===== config.mk =====
export PLATFORM = sky130hd
export DESIGN_NAME = dmi_responder
export DESIGN_NICKNAME = d
export VERILOG_FILES = /design/src/rtl/dmi_resp_pkg.sv /design/src/rtl/dmi_field_codec.sv /design/src/rtl/dmi_bus_port.sv /design/src/rtl/dmi_resp_track.sv /design/src/rtl/dmi_responder.sv
export SDC_FILE = /design/constraint.sdc
export NUM_CORES = 1
export LEC_CHECK = 0
export ABC_AREA = 1
export CELL_PAD_IN_SITES_DETAIL_PLACEMENT = 0
export CELL_PAD_IN_SITES_GLOBAL_PLACEMENT = 2
export CORE_ASPECT_RATIO = 1.1
export CORE_MARGIN = 2
export CORE_UTILIZATION = 25
export CTS_BUF_LIST = sky130_fd_sc_hd__clkbuf_8 sky130_fd_sc_hd__clkbuf_16
export DETAILED_ROUTE_END_ITERATION = 12
export GPL_ROUTABILITY_DRIVEN = 1
export PLACE_DENSITY_LB_ADDON = 0.1
export SETUP_SLACK_MARGIN = 0.3
export SLEW_MARGIN = 0
export SYNTH_ARGS = -nofsm -noshare
export SYNTH_HDL_FRONTEND = slang
export SYNTH_SLANG_ARGS = --single-unit

===== constraint.sdc =====
create_clock -name clk_i -period 4 [get_ports clk_i]
set_input_delay 1 -clock clk_i [delete_from_list [all_inputs] [get_ports clk_i]]
set_output_delay 1 -clock clk_i [all_outputs]
set_load 0.005 [all_outputs]

===== src/rtl/dmi_resp_pkg.sv =====
package dmi_resp_pkg;
  localparam int unsigned OP_W = 2;

  typedef enum logic [OP_W-1:0] {
    REQ_NOP  = 2'd0,
    REQ_RD   = 2'd1,
    REQ_WR   = 2'd2,
    REQ_RSVD = 2'd3
  } req_op_e;

  typedef enum logic [OP_W-1:0] {
    ST_OK   = 2'd0,
    ST_RSV  = 2'd1,
    ST_FAIL = 2'd2,
    ST_BUSY = 2'd3
  } resp_st_e;
endpackage


===== src/rtl/dmi_field_codec.sv =====
module dmi_field_codec #(
  parameter int unsigned ADDR_W = 7,
  parameter int unsigned DATA_W = 32,
  localparam int unsigned OP_W   = dmi_resp_pkg::OP_W,
  localparam int unsigned WORD_W = ADDR_W + DATA_W + OP_W
) (
  input  logic [WORD_W-1:0]   req_word_i,
  output dmi_resp_pkg::req_op_e req_op_o,
  output logic [ADDR_W-1:0]   req_addr_o,
  output logic [DATA_W-1:0]   req_data_o,
  input  logic [ADDR_W-1:0]   rsp_addr_i,
  input  logic [DATA_W-1:0]   rsp_data_i,
  input  dmi_resp_pkg::resp_st_e rsp_st_i,
  output logic [WORD_W-1:0]   rsp_word_o
);
  localparam int unsigned DATA_LSB = OP_W;
  localparam int unsigned ADDR_LSB = OP_W + DATA_W;

  assign req_op_o   = dmi_resp_pkg::req_op_e'(req_word_i[OP_W-1:0]);
  assign req_data_o = req_word_i[ADDR_LSB-1:DATA_LSB];
  assign req_addr_o = req_word_i[WORD_W-1:ADDR_LSB];
  assign rsp_word_o = {rsp_addr_i, rsp_data_i, rsp_st_i};
endmodule


===== src/rtl/dmi_bus_port.sv =====
module dmi_bus_port #(
  parameter int unsigned ADDR_W = 7,
  parameter int unsigned DATA_W = 32
) (
  input  logic              clk_i,
  input  logic              rst_ni,
  input  logic              issue_i,
  input  logic              issue_we_i,
  input  logic [ADDR_W-1:0] issue_addr_i,
  input  logic [DATA_W-1:0] issue_data_i,
  input  logic              ack_i,
  output logic              pending_o,
  output logic              req_o,
  output logic              we_o,
  output logic [ADDR_W-1:0] addr_o,
  output logic [DATA_W-1:0] wdata_o
);
  logic              req_q, we_q;
  logic [ADDR_W-1:0] addr_q;
  logic [DATA_W-1:0] wdata_q;

  always_ff @(posedge clk_i or negedge rst_ni) begin
    if (!rst_ni) begin
      req_q   <= 1'b0;
      we_q    <= 1'b0;
      addr_q  <= '0;
      wdata_q <= '0;
    end else if (issue_i && !req_q) begin
      req_q   <= 1'b1;
      we_q    <= issue_we_i;
      addr_q  <= issue_addr_i;
      wdata_q <= issue_we_i ? issue_data_i : '0;
    end else if (req_q && ack_i) begin
      req_q <= 1'b0;
    end
  end

  assign pending_o = req_q;
  assign req_o     = req_q;
  assign we_o      = we_q;
  assign addr_o    = addr_q;
  assign wdata_o   = wdata_q;
endmodule


===== src/rtl/dmi_resp_track.sv =====
module dmi_resp_track #(
  parameter int unsigned ADDR_W = 7,
  parameter int unsigned DATA_W = 32
) (
  input  logic                    clk_i,
  input  logic                    rst_ni,
  input  logic                    scan_valid_i,
  input  dmi_resp_pkg::req_op_e   op_i,
  input  logic [ADDR_W-1:0]       addr_i,
  input  logic [DATA_W-1:0]       data_i,
  input  logic                    busy_clr_i,
  input  logic                    pending_i,
  input  logic                    pend_we_i,
  input  logic                    ack_i,
  input  logic [DATA_W-1:0]       rdata_i,
  input  logic                    err_i,
  output logic                    issue_o,
  output logic                    issue_we_o,
  output logic [ADDR_W-1:0]       rec_addr_o,
  output logic [DATA_W-1:0]       rec_data_o,
  output dmi_resp_pkg::resp_st_e  rec_st_o
);
  import dmi_resp_pkg::*;

  logic              sticky_q;
  logic [ADDR_W-1:0] addr_q;
  logic [DATA_W-1:0] data_q;
  resp_st_e          st_q;
  logic              is_acc, accept, set_busy;

  always_comb begin
    is_acc   = (op_i == REQ_RD) || (op_i == REQ_WR);
    accept   = scan_valid_i && !sticky_q && !pending_i;
    set_busy = scan_valid_i && !sticky_q && pending_i && is_acc;
  end

  assign issue_o    = accept && is_acc;
  assign issue_we_o = (op_i == REQ_WR);

  always_ff @(posedge clk_i or negedge rst_ni) begin
    if (!rst_ni) begin
      addr_q <= '0;
      data_q <= '0;
      st_q   <= ST_OK;
    end else begin
      if (accept) begin
        unique case (op_i)
          REQ_NOP: begin
            addr_q <= '0;
            data_q <= '0;
            st_q   <= ST_OK;
          end
          REQ_RSVD: begin
            addr_q <= addr_i;
            data_q <= '0;
            st_q   <= ST_FAIL;
          end
          REQ_RD: begin
            addr_q <= addr_i;
            data_q <= '0;
            st_q   <= ST_OK;
          end
          default: begin
            addr_q <= addr_i;
            data_q <= data_i;
            st_q   <= ST_OK;
          end
        endcase
      end
      if (pending_i && ack_i) begin
        if (!pend_we_i) data_q <= err_i ? '0 : rdata_i;
        st_q <= err_i ? ST_FAIL : ST_OK;
      end
    end
  end

  // clear takes priority over a same-cycle collision
  always_ff @(posedge clk_i or negedge rst_ni) begin
    if (!rst_ni)         sticky_q <= 1'b0;
    else if (busy_clr_i) sticky_q <= 1'b0;
    else if (set_busy)   sticky_q <= 1'b1;
  end

  assign rec_addr_o = addr_q;
  assign rec_data_o = data_q;
  assign rec_st_o   = (sticky_q || pending_i) ? ST_BUSY : st_q;
endmodule


===== src/rtl/dmi_responder.sv =====
module dmi_responder #(
  parameter int unsigned ADDR_W = 7,
  parameter int unsigned DATA_W = 32,
  localparam int unsigned WORD_W = ADDR_W + DATA_W + dmi_resp_pkg::OP_W
) (
  input  logic              clk_i,
  input  logic              rst_ni,
  input  logic              scan_valid_i,
  input  logic [WORD_W-1:0] scan_word_i,
  input  logic              busy_clr_i,
  output logic [WORD_W-1:0] resp_word_o,
  output logic              bus_req_o,
  output logic              bus_we_o,
  output logic [ADDR_W-1:0] bus_addr_o,
  output logic [DATA_W-1:0] bus_wdata_o,
  input  logic              bus_ack_i,
  input  logic [DATA_W-1:0] bus_rdata_i,
  input  logic              bus_err_i
);
  import dmi_resp_pkg::*;

  req_op_e           req_op;
  logic [ADDR_W-1:0] req_addr, rec_addr;
  logic [DATA_W-1:0] req_data, rec_data;
  resp_st_e          rec_st;
  logic              issue, issue_we, pending;

  dmi_field_codec #(.ADDR_W(ADDR_W), .DATA_W(DATA_W)) u_codec (
    .req_word_i (scan_word_i),
    .req_op_o   (req_op),
    .req_addr_o (req_addr),
    .req_data_o (req_data),
    .rsp_addr_i (rec_addr),
    .rsp_data_i (rec_data),
    .rsp_st_i   (rec_st),
    .rsp_word_o (resp_word_o)
  );

  dmi_resp_track #(.ADDR_W(ADDR_W), .DATA_W(DATA_W)) u_track (
    .clk_i        (clk_i),
    .rst_ni       (rst_ni),
    .scan_valid_i (scan_valid_i),
    .op_i         (req_op),
    .addr_i       (req_addr),
    .data_i       (req_data),
    .busy_clr_i   (busy_clr_i),
    .pending_i    (pending),
    .pend_we_i    (bus_we_o),
    .ack_i        (bus_ack_i),
    .rdata_i      (bus_rdata_i),
    .err_i        (bus_err_i),
    .issue_o      (issue),
    .issue_we_o   (issue_we),
    .rec_addr_o   (rec_addr),
    .rec_data_o   (rec_data),
    .rec_st_o     (rec_st)
  );

  dmi_bus_port #(.ADDR_W(ADDR_W), .DATA_W(DATA_W)) u_bus (
    .clk_i        (clk_i),
    .rst_ni       (rst_ni),
    .issue_i      (issue),
    .issue_we_i   (issue_we),
    .issue_addr_i (req_addr),
    .issue_data_i (req_data),
    .ack_i        (bus_ack_i),
    .pending_o    (pending),
    .req_o        (bus_req_o),
    .we_o         (bus_we_o),
    .addr_o       (bus_addr_o),
    .wdata_o      (bus_wdata_o)
  );
endmodule


Word level (Yosys, flattened, before mapping)
Index checks and enable logic that the tools add are counted.
Word-level totals
  flip-flop bits (word level): 83
  input bits: 79
  output and inout port bits: 82
  logic and storage cells: 43
Operators by class
  eq/ne operators: 3
  mux-type cells: 16
  reductions and logical operators: 16
Operator list (number)
  two-way mux 32 bit: 6
  two-way mux 2 bit: 5
  logical AND 1 bit: 7
  two-way mux 7 bit: 1
  nonzero test 2 bit: 3
  equality test 2 bit, second input constant: 2
  two-way mux 1 bit: 4
  OR reduction 3 bit: 1
  equality test 2 x 1 -> 1 bit, second input constant: 1
  logical NOT 1 bit: 2
  logical NOT 2 bit: 1
  logical OR 1 bit: 2

Depth between registers and ports, before layout
Gate-level depths: netlist of run 1.
  depth in word-level cells: 6
  depth in mapped cells: 7
  gate-level depth less buffers: 6

By module
From an unflattened synthesis of run 1, not the netlist that was laid out.
Second synthesis, totals
  cell total of the unflattened synthesis: 658
  area total of the unflattened synthesis: 4774.6 µm²
Modules (own cells, without submodules)
  dmi_resp_track: instances 1, cells each 333, area each 2303.5 µm², sequential area each 1026.0 µm²
  dmi_bus_port: instances 1, cells each 243, area each 1855.5 µm², sequential area each 1026.0 µm²
  dmi_field_codec: instances 1, cells each 82, area each 615.6 µm², sequential area each 0.0 µm²

Worst setup path before layout of run 1
Ideal clock, no wire load.
  path kind: input to register
  start: in scan_word_i[0]
  end: reg u_bus.addr_q[0] (netlist: u_bus.addr_o[0])
  setup time: 117 ps
  arrival: 1886 ps
  required time: 3883 ps
  slack: 1997 ps
  stages on the path: 7
  cell sequence: inv_1 > ha_1 > nand3_1 > buf_2 > clkinv_1 > nand2_1 > nand2_1
Between the ends
  longest elaborated chain between the ends: 4
  elaborated cells on any way between the ends: 5
  those cells by class: 2 x eq/ne; 3 x reduce/logical
Ends and longest elaborated chain
  start, declared: line dmi_responder.sv:9  | input logic [WORD_W-1:0] scan_word_i,
  equality test 2 x 1 -> 1 bit or equality test 2 bit (tied branches): line dmi_resp_track.sv:32  | is_acc = (op_i == REQ_RD) || (op_i == REQ_WR);
  logical OR 1 bit (*): line dmi_resp_track.sv:32
  logical AND 1 bit (*): line dmi_resp_track.sv:37  | assign issue_o = accept && is_acc;
  logical AND 1 bit (*): line dmi_bus_port.sv:28  | end else if (issue_i && !req_q) begin
  end signal, assigned: line dmi_bus_port.sv:31  | addr_q <= issue_addr_i;
  end, declared: line dmi_bus_port.sv:19  | logic [ADDR_W-1:0] addr_q;
Mark *: on every way between the ends. The rest lies on a longest branch, timed or not.
A chain may end at the register's enable or synchronous reset.

Worst setup path after layout of run 1
  start: in scan_word_i[1]
  end: reg u_bus.wdata_q[1] (netlist: u_bus.wdata_o[1])
Between the ends
  longest elaborated chain between the ends: 4
  elaborated cells on any way between the ends: 6
  those cells by class: 2 x eq/ne; 1 x mux; 3 x reduce/logical
Ends and longest elaborated chain
  equality test 2 x 1 -> 1 bit or equality test 2 bit (tied branches): line dmi_resp_track.sv:32, dmi_resp_track.sv:38
  logical OR 1 bit: line dmi_resp_track.sv:32
  logical AND 1 bit: line dmi_resp_track.sv:37
  logical AND 1 bit: line dmi_bus_port.sv:28
  end signal, assigned: line dmi_bus_port.sv:32  | wdata_q <= issue_we_i ? issue_data_i : '0;
  end, declared: line dmi_bus_port.sv:20  | logic [DATA_W-1:0] wdata_q;
Parallel ways exist; a longest one is shown, timed or not.

==> impl_results.md, run 1 <==
- Fillers: 1602
- Initial antenna violation count: 0
- Gpl congestion: 0.759
- Post-synth net total: 591
- Cell area after synthesis: 0.00388 mm^2
- Worst EP required: 4.20 ns
- I/O Pins: 161
- Inst Count DP: 837
- Worst-margin pin slew: 0.992 ns
- Pin count of the biggest net entering global routing: 75
- Non-filler cells, final: 851
- Top post-synthesis cells by count: 235 x nand2_1, 82 x dfrtp_1, 67 x nand3_1
- DRC viols: 0
- Slowest stage cell, crit path: clkdlybuf4s50_1
- Area leader, netlist: dfrtp_1
- DIE AREA: 0.0165 mm^2
- Mapped Cells: 508
- Pwr Density: 489 mW/mm^2
- Detailed-route wire length: 13.0 mm
- Via Count: 3711
- Worst R2R Setup Slack: 1.78 ns
- Overflow after GRT: 0
- Most common cell in the netlist: nand2_1
- Area grow syn2layout: 53.0%
- Antenna Violating Nets Remaining: 0
- Peak fanout along the critical path: 46
- Max-Cap Viols: 0
- Synth Register Bits: 82
- Final hold vios: 0
- Setup violations, final: 0
- First-pass GRT wire length: 21.2 mm
- Layout cells sized above 1: 4.27%
- Hold endpoint: u_bus.addr_o[3]$_DFFE_PN0P_
- Fmax: 366 MHz
- Syn_area_per_cell: 7.63 um^2
- Leak: 2.79 nW
- DR pass1 iterations: 4
- Final Max Slew Viols: 0
- TritonCTS Buffers: 9
- Clock Sinks: 82
- YS warnings: 0
- Routed len/inst: 15.3 um
- Core area: 0.0151 mm^2
- GRT Resource Usage Total: 16.7%
- Critical-path cell list: clkdlybuf4s50_1 -> inv_1 -> ha_1 -> nand3_4 -> buf_4 -> nand2_1 -> o21ai_0
- CTS clk-pin slew, worst paths: 0.06 ns
- Hold Startpoint: u_bus.addr_o[3]$_DFFE_PN0P_
- Max H-tree Level: 3
- Worst path bufs/invs: 3
- Critical Path End Type: flip-flop
- Post-synth EDFFs: 0
- Worst r2r dst: u_track.rec_addr_o[0]$_DFFE_PN0P_
- CTS max path bufs: 2
- Post-CTS sizing: 0
- Core Util, Final: 39.3%
- Peak VDD IR: 0.191 mV
- Die W: 123 um
- Critical Path Source Type: primary input
- Outcome: finished clean
- Asr flop ratio synth: 100%
- Setup CP Type: in -> reg
- Final min period: 2.73 ns
- Max stage delay on crit path: 0.53 ns
- Starting DRT DRC Count: 177
- Fin nets: 735
- Post-synth top area share: 52.9%
- Netlist cell types: 17
- Relative slew slack: 33.9%
- Postcts setup bufs: 0
- Port bufs: 160
- CP arrival: 2.94 ns
- Total negative slack: 0 ns
- RSZ-0062 raised after global routing: false
- Clk_lat worst skew: 0.34 ns
- Clock Skew: 0.00451 ns
- Dpl hpwl: 8.63 mm
- Tcrit/Tclk final: 68.3%
- Seq/Total Area, Yosys: 52.9%
- Rows: 47
- Vias in the first global route: 3939
- Crit-path leading delay family: buffers and inverters
- Hold buffer count at cts: 0
- DR vias/cell: 4.36
- Inserted Diodes: 0
- Hold crit path type: reg -> reg
- Hold Path Cell Cnt: 2
- Top post-synthesis cells by area: dfrtp_1 53%, nand2_1 23%, nand3_1 8.6%, o21ai_1 3.9%, inv_1 3.8%
- Initial core utilization: 25.7%
- Worst reg2reg path depth: 4
- Worst r2r src: u_bus.pending_o$_DFFE_PN0P_
- Die Y: 135 um
- CTS tree: built
- CTS root buf: clkbuf_16
- Top_reg_cell synth: dfrtp_1
==> how the worst max path moves through the flow <==
stage | endpoint | slack, ns | cells past startpoint | start
6_report | u_bus.wdata_o[1]$_DFFE_PN0P_ | 1.27 | 7 | scan_word_i[1]
5_1_grt | u_bus.wdata_o[1]$_DFFE_PN0P_ | 1.06 | 7 | scan_word_i[1]
4_1_cts | u_bus.wdata_o[1]$_DFFE_PN0P_ | 1.25 | 7 | scan_word_i[1]
3_5_place_dp | u_bus.wdata_o[1]$_DFFE_PN0P_ | 0.88 | 7 | scan_word_i[1]
3_3_place_gp | u_bus.wdata_o[1]$_DFFE_PN0P_ | 0.97 | 7 | scan_word_i[1]
2_1_floorplan | u_bus.addr_o[0]$_DFFE_PN0P_ | 2.00 | 7 | scan_word_i[0]
==> cell type report <==
cell class / count / area [um^2] / share of cell area, %
Sequential cell: 82 / 2050 / 34.6
Timing Repair Buffer: 166 / 1640 / 27.6
Clock buffer: 10 / 239 / 4.03
Multi-Input combinational cell: 353 / 1540 / 26.0
Tap cell: 196 / 245 / 4.13
Inverter: 40 / 150 / 2.53
Clock inverter: 4 / 68.8 / 1.16
==> state kept, by name, summed over array words and instances (netlist names) <==
signal / flops
u_bus.addr_o: 7
u_bus.pending_o: 1
u_bus.wdata_o: 32
u_bus.we_o: 1
u_track.rec_addr_o: 7
u_track.rec_data_o: 32
u_track.st_q: 1
u_track.sticky_q: 1
==> worst min-delay path: cells and delay by family, from the launching register on <==
| kind | cells | cell delay (ns) |
|---|---|---|
| AND/OR/NAND/NOR | 2 | 0.10 |
| flip-flops | 1 | 0.35 |
==> cell families (layout without fill, tap and decap cells) <==
group | Yosys count | count (layout) | share of synthesized area [%]
and+or+nand+nor | 307 | 307 | 32.4
DFF | 82 | 82 | 52.9
buffers and inverters | 73 | 220 | 7.94
AOI/OAI and AO/OA | 42 | 42 | 5.42
adders and majority gates | 4 | 4 | 1.29
==> report_power, final <==
group	internal [mW]	total, mW	switching, mW
clock	0.554	0.886	0.332
sequential	1.01	1.12	0.107
combinational	0.509	0.897	0.388
==> layer usage <==
| layer | vias up | track usage, % | share of wire [%] |
|---|---|---|---|
| met4 | 0 | 7.02 | 1.9 |
| met5 | - | 0 | 0 |
| met2 | 109 | 26.8 | 47 |
| met3 | 15 | 4.35 | 6.8 |
| met1 | 1717 | 21.3 | 44 |
| li1 | 1870 | - | - |
==> metrics by stage <==
stage	worst slack, ns	hold WS, ns	instance area, um^2	power, mW
2_1_floorplan	2.00	0.468	3880	1.47
3_3_place_gp	0.969	0.469	5630	2.04
3_5_place_dp	0.884	0.470	5630	2.05
4_1_cts	1.25	0.488	5930	2.96
5_1_grt	1.06	0.512	5930	3.11
6_report	1.27	0.484	5930	2.90
==> cell usage in the layout (no fill, tap or decap), drive strengths merged <==
master,count
or2,1
dfrtp,82
nor2,2
clkdlybuf4s50,158
buf,8
clkinv,2
a21oi,1
nor3,1
o21ai,41
nand3b,1
nand3,67
bufinv,2
ha,4
inv,40
clkbuf,10
nand2,235
Power figures use the tool's default switching activity.
==> run 2, diff against run 1 <==
--- a/config.mk
+++ b/config.mk
@@ -10,7 +10,7 @@
 export CELL_PAD_IN_SITES_GLOBAL_PLACEMENT = 2
 export CORE_ASPECT_RATIO = 1.1
 export CORE_MARGIN = 2
-export CORE_UTILIZATION = 25
+export CORE_UTILIZATION = 21
 export CTS_BUF_LIST = sky130_fd_sc_hd__clkbuf_8 sky130_fd_sc_hd__clkbuf_16
 export DETAILED_ROUTE_END_ITERATION = 12
 export GPL_ROUTABILITY_DRIVEN = 1
==> constraint.sdc (replaced) <==
create_clock -name clk_i -period 2.3 [get_ports clk_i]
set_input_delay 0.575 -clock clk_i [delete_from_list [all_inputs] [get_ports clk_i]]
set_output_delay 0.575 -clock clk_i [all_outputs]
set_load 0.005 [all_outputs]
==> run 2 against run 1 <==
Against the previous run: design area grew 2.6%; wire length up 6.1%; critical path depth shrank 4; worst hold slack got worse by 0.30 ns; via count is 0.43% lower; sequential power is 73% higher; combinational power rose by 78%; power is 71% higher; highest routed layer unchanged.
==> impl_results.md, run 2 (synthesis gave the netlist of run 1 again) <==
- Outcome: finished clean
- Clock Skew: 0.00712 ns (+0.00260 ns)
- Worst R2R Setup Slack: 0.60 ns (-1.18 ns)
- DR vias/cell: 4.06 (-6.8%)
- CTS clk-pin slew, worst paths: 0.06 ns (about the same)
- Inserted Diodes: 0 (unchanged)
- DR pass1 iterations: 4 (unchanged)
- Die W: 134 um (+8.8%)
- CP arrival: 1.37 ns (-1.57 ns)
- Placed Area: 0.00579 mm^2 (+2.8%)
- Gpl congestion: 0.736 (-3.1%)
- CTS max path bufs: 2 (unchanged)
- Relative slew slack: 68.7% (+35 points)
- Worst-margin pin slew: 0.470 ns (-0.522 ns)
- Max-Cap Viols: 0 (unchanged)
- Overflow after GRT: 0 (unchanged)
- Die Y: 147 um (+8.8%)
- Worst r2r dst: u_bus.wdata_o[1]$_DFFE_PN0P_
- GRT Resource Usage Total: 14.7% (-2.0 points)
- Final min period: 1.95 ns
- Clock Sinks: 82 (unchanged)
- I/O Pins: 161 (unchanged)
- Register Area: 0.00205 mm^2 (about the same)
- Pint: 3.42 mW (+65%)
- Worst reg2reg path depth: 6 (+2)
- Clk network pwr share: 28.4% (-2.1 points)
- Multi-input gate area: 0.00155 mm^2 (+0.81%)
- CTS root buf: clkbuf_16
- Fmax: 513 MHz
- Vias in the first global route: 3820 (-3.0%)
- Pin count of the biggest net entering global routing: 49 (-35%)
- Total negative slack: 0 ns (unchanged)
- WHS: 0.181 ns (-0.303 ns)
- Reg power frac: 39.2% (+0.7 points)
- Port bufs: 160 (unchanged)
- Critical Path Source Type: flip-flop
- Dpl hpwl: 9.38 mm (+8.7%)
- Antenna Violating Nets Remaining: 0 (unchanged)
- Most common cell after layout, fill and taps aside: nand2_1
- Final hold vios: 0 (unchanged)
- Worst EP required: 1.73 ns (-2.47 ns)
- Hold buffer count at cts: 0 (unchanged)
- Max H-tree Level: 3 (unchanged)
- First-pass GRT wire length: 22.1 mm (+4.4%)
- Detailed-route wire length: 13.8 mm (+6.1%)
- Hold crit path type: in -> async
- Starting DRT DRC Count: 151 (-15%)
- DIE AREA: 0.0196 mm^2 (+18%)
- Critical Path End Type: output pin
- Peak VDD IR: 0.315 mV (+65%)
- Via Count: 3695 (-0.43%)
- Core area: 0.0183 mm^2 (+21%)
- Pwr Density: 813 mW/mm^2 (+66%)
- Tcrit/Tclk final: 84.7%
- Leak: 2.82 nW (+1.2%)
- Peak fanout along the critical path: 2 (-96%)
- Most frequent cells in the layout: 234 x nand2_1, 156 x clkdlybuf4s50_1, 81 x dfrtp_1
- Worst r2r src: u_bus.pending_o$_DFFE_PN0P_
- Final Max Slew Viols: 0 (unchanged)
- Post-Layout Inst Area: 0.00609 mm^2 (+2.6%)
- Total power: 4.95 mW (+71%)
- RSZ-0062 raised after global routing: true
- Setup CP Type: reg -> out
- Layout cells sized above 1: 6.76% (+2.5 points)
- CTS tree: built
- Sw frac: 30.8% (+2.3 points)
- Setup violations, final: 0 (unchanged)
- Clk_lat worst skew: 0.34 ns (about the same)
- Rows: 52 (+11%)
- Combinational Power Share: 32.4% (+1.5 points)
- Switching Power: 1.52 mW (+84%)
- Fillers: 1934 (+21%)
- Fin nets: 744 (+1.2%)
- DRC viols: 0 (unchanged)
- Area grow syn2layout: 57.0%
- Initial core utilization: 21.2% (-4.4 points)
- TritonCTS Buffers: 9 (unchanged)
- Routed len/inst: 15.2 um (-0.70%)
- Initial antenna violation count: 0 (unchanged)
run 2: changes by cell type in the layout (fill, tap and decap cells not counted), sizes merged:
cell,previous run,this run
dlymetal6s2s,0,1
clkdlybuf4s50,158,156
clkinvlp,0,6
clkinv,2,1
buf,8,18
bufinv,2,0
inv,40,39
run 2: what timing repair did:
action	in CTS	in global routing
endpoints found under the hold margin	0	0
gates resized for setup	5	4
pin swaps	1	1
buffers inserted	1	0
setup endpoints to repair	2	36
run 2: power groups by stage:
| stage | Combinational (mW) | Sequential [mW] | Clock [mW] |
|---|---|---|---|
| CTS | 1.65 | 1.95 | 1.47 |
| finish | 1.60 | 1.94 | 1.41 |
| global placement | 1.63 | 1.97 | 0 |
| floorplan | 0.582 | 1.97 | 0 |
| global route | 1.80 | 1.98 | 1.53 |
| detailed placement | 1.63 | 1.98 | 0 |
run 2: worst max-delay path by stage:
stage	start	endpoint	slack, ns	cells after the start
floorplan	scan_word_i[0]	u_bus.addr_o[0]$_DFFE_PN0P_	0.72	7
global placement	scan_word_i[1]	u_track.rec_data_o[0]$_DFF_PN0_	-0.02	6
detailed placement	scan_word_i[1]	u_track.rec_data_o[0]$_DFF_PN0_	-0.02	6
CTS	u_track.sticky_q$_DFFE_PN0P_	resp_word_o[1]	0.30	4
global route	scan_word_i[1]	u_bus.wdata_o[4]$_DFFE_PN0P_	0.26	7
finish	u_bus.pending_o$_DFFE_PN0P_	resp_word_o[0]	0.35	3
run 2: critical path, stage by stage, from the launching register on:
cell and delay [ns]:
dfrtp_2 0.43, nor2_4 0.12, inv_2 0.04, clkdlybuf4s50_1 0.44
run 2: final cells by class:
cell class | count | share of cell area (%)
clock inverters | 6 | 0.699
repair buffers | 175 | 28.6
inverters | 40 | 2.53
well taps | 243 | 4.99
flip-flops and latches | 82 | 33.7
multi-input cells | 353 | 25.5
clock buffers | 10 | 3.93
run 2: stage by stage:
stage                     cells  setup WS, ns  utilization (%)
after floorplan             508         0.722                -
after global placement      892       -0.0171             31.6
after detailed placement    892       -0.0214             31.6
after CTS                   909         0.303             33.2
after global routing        909         0.264             33.3
final                       909         0.351             33.3
run 2: layer usage:
layer,global-route usage [%],share of wire (%),vias up
li1,-,-,1890
met1,19.6,46,1685
met2,23.1,46,109
met3,3.85,6.2,11
met4,5.05,1.5,0
met5,0,0,-
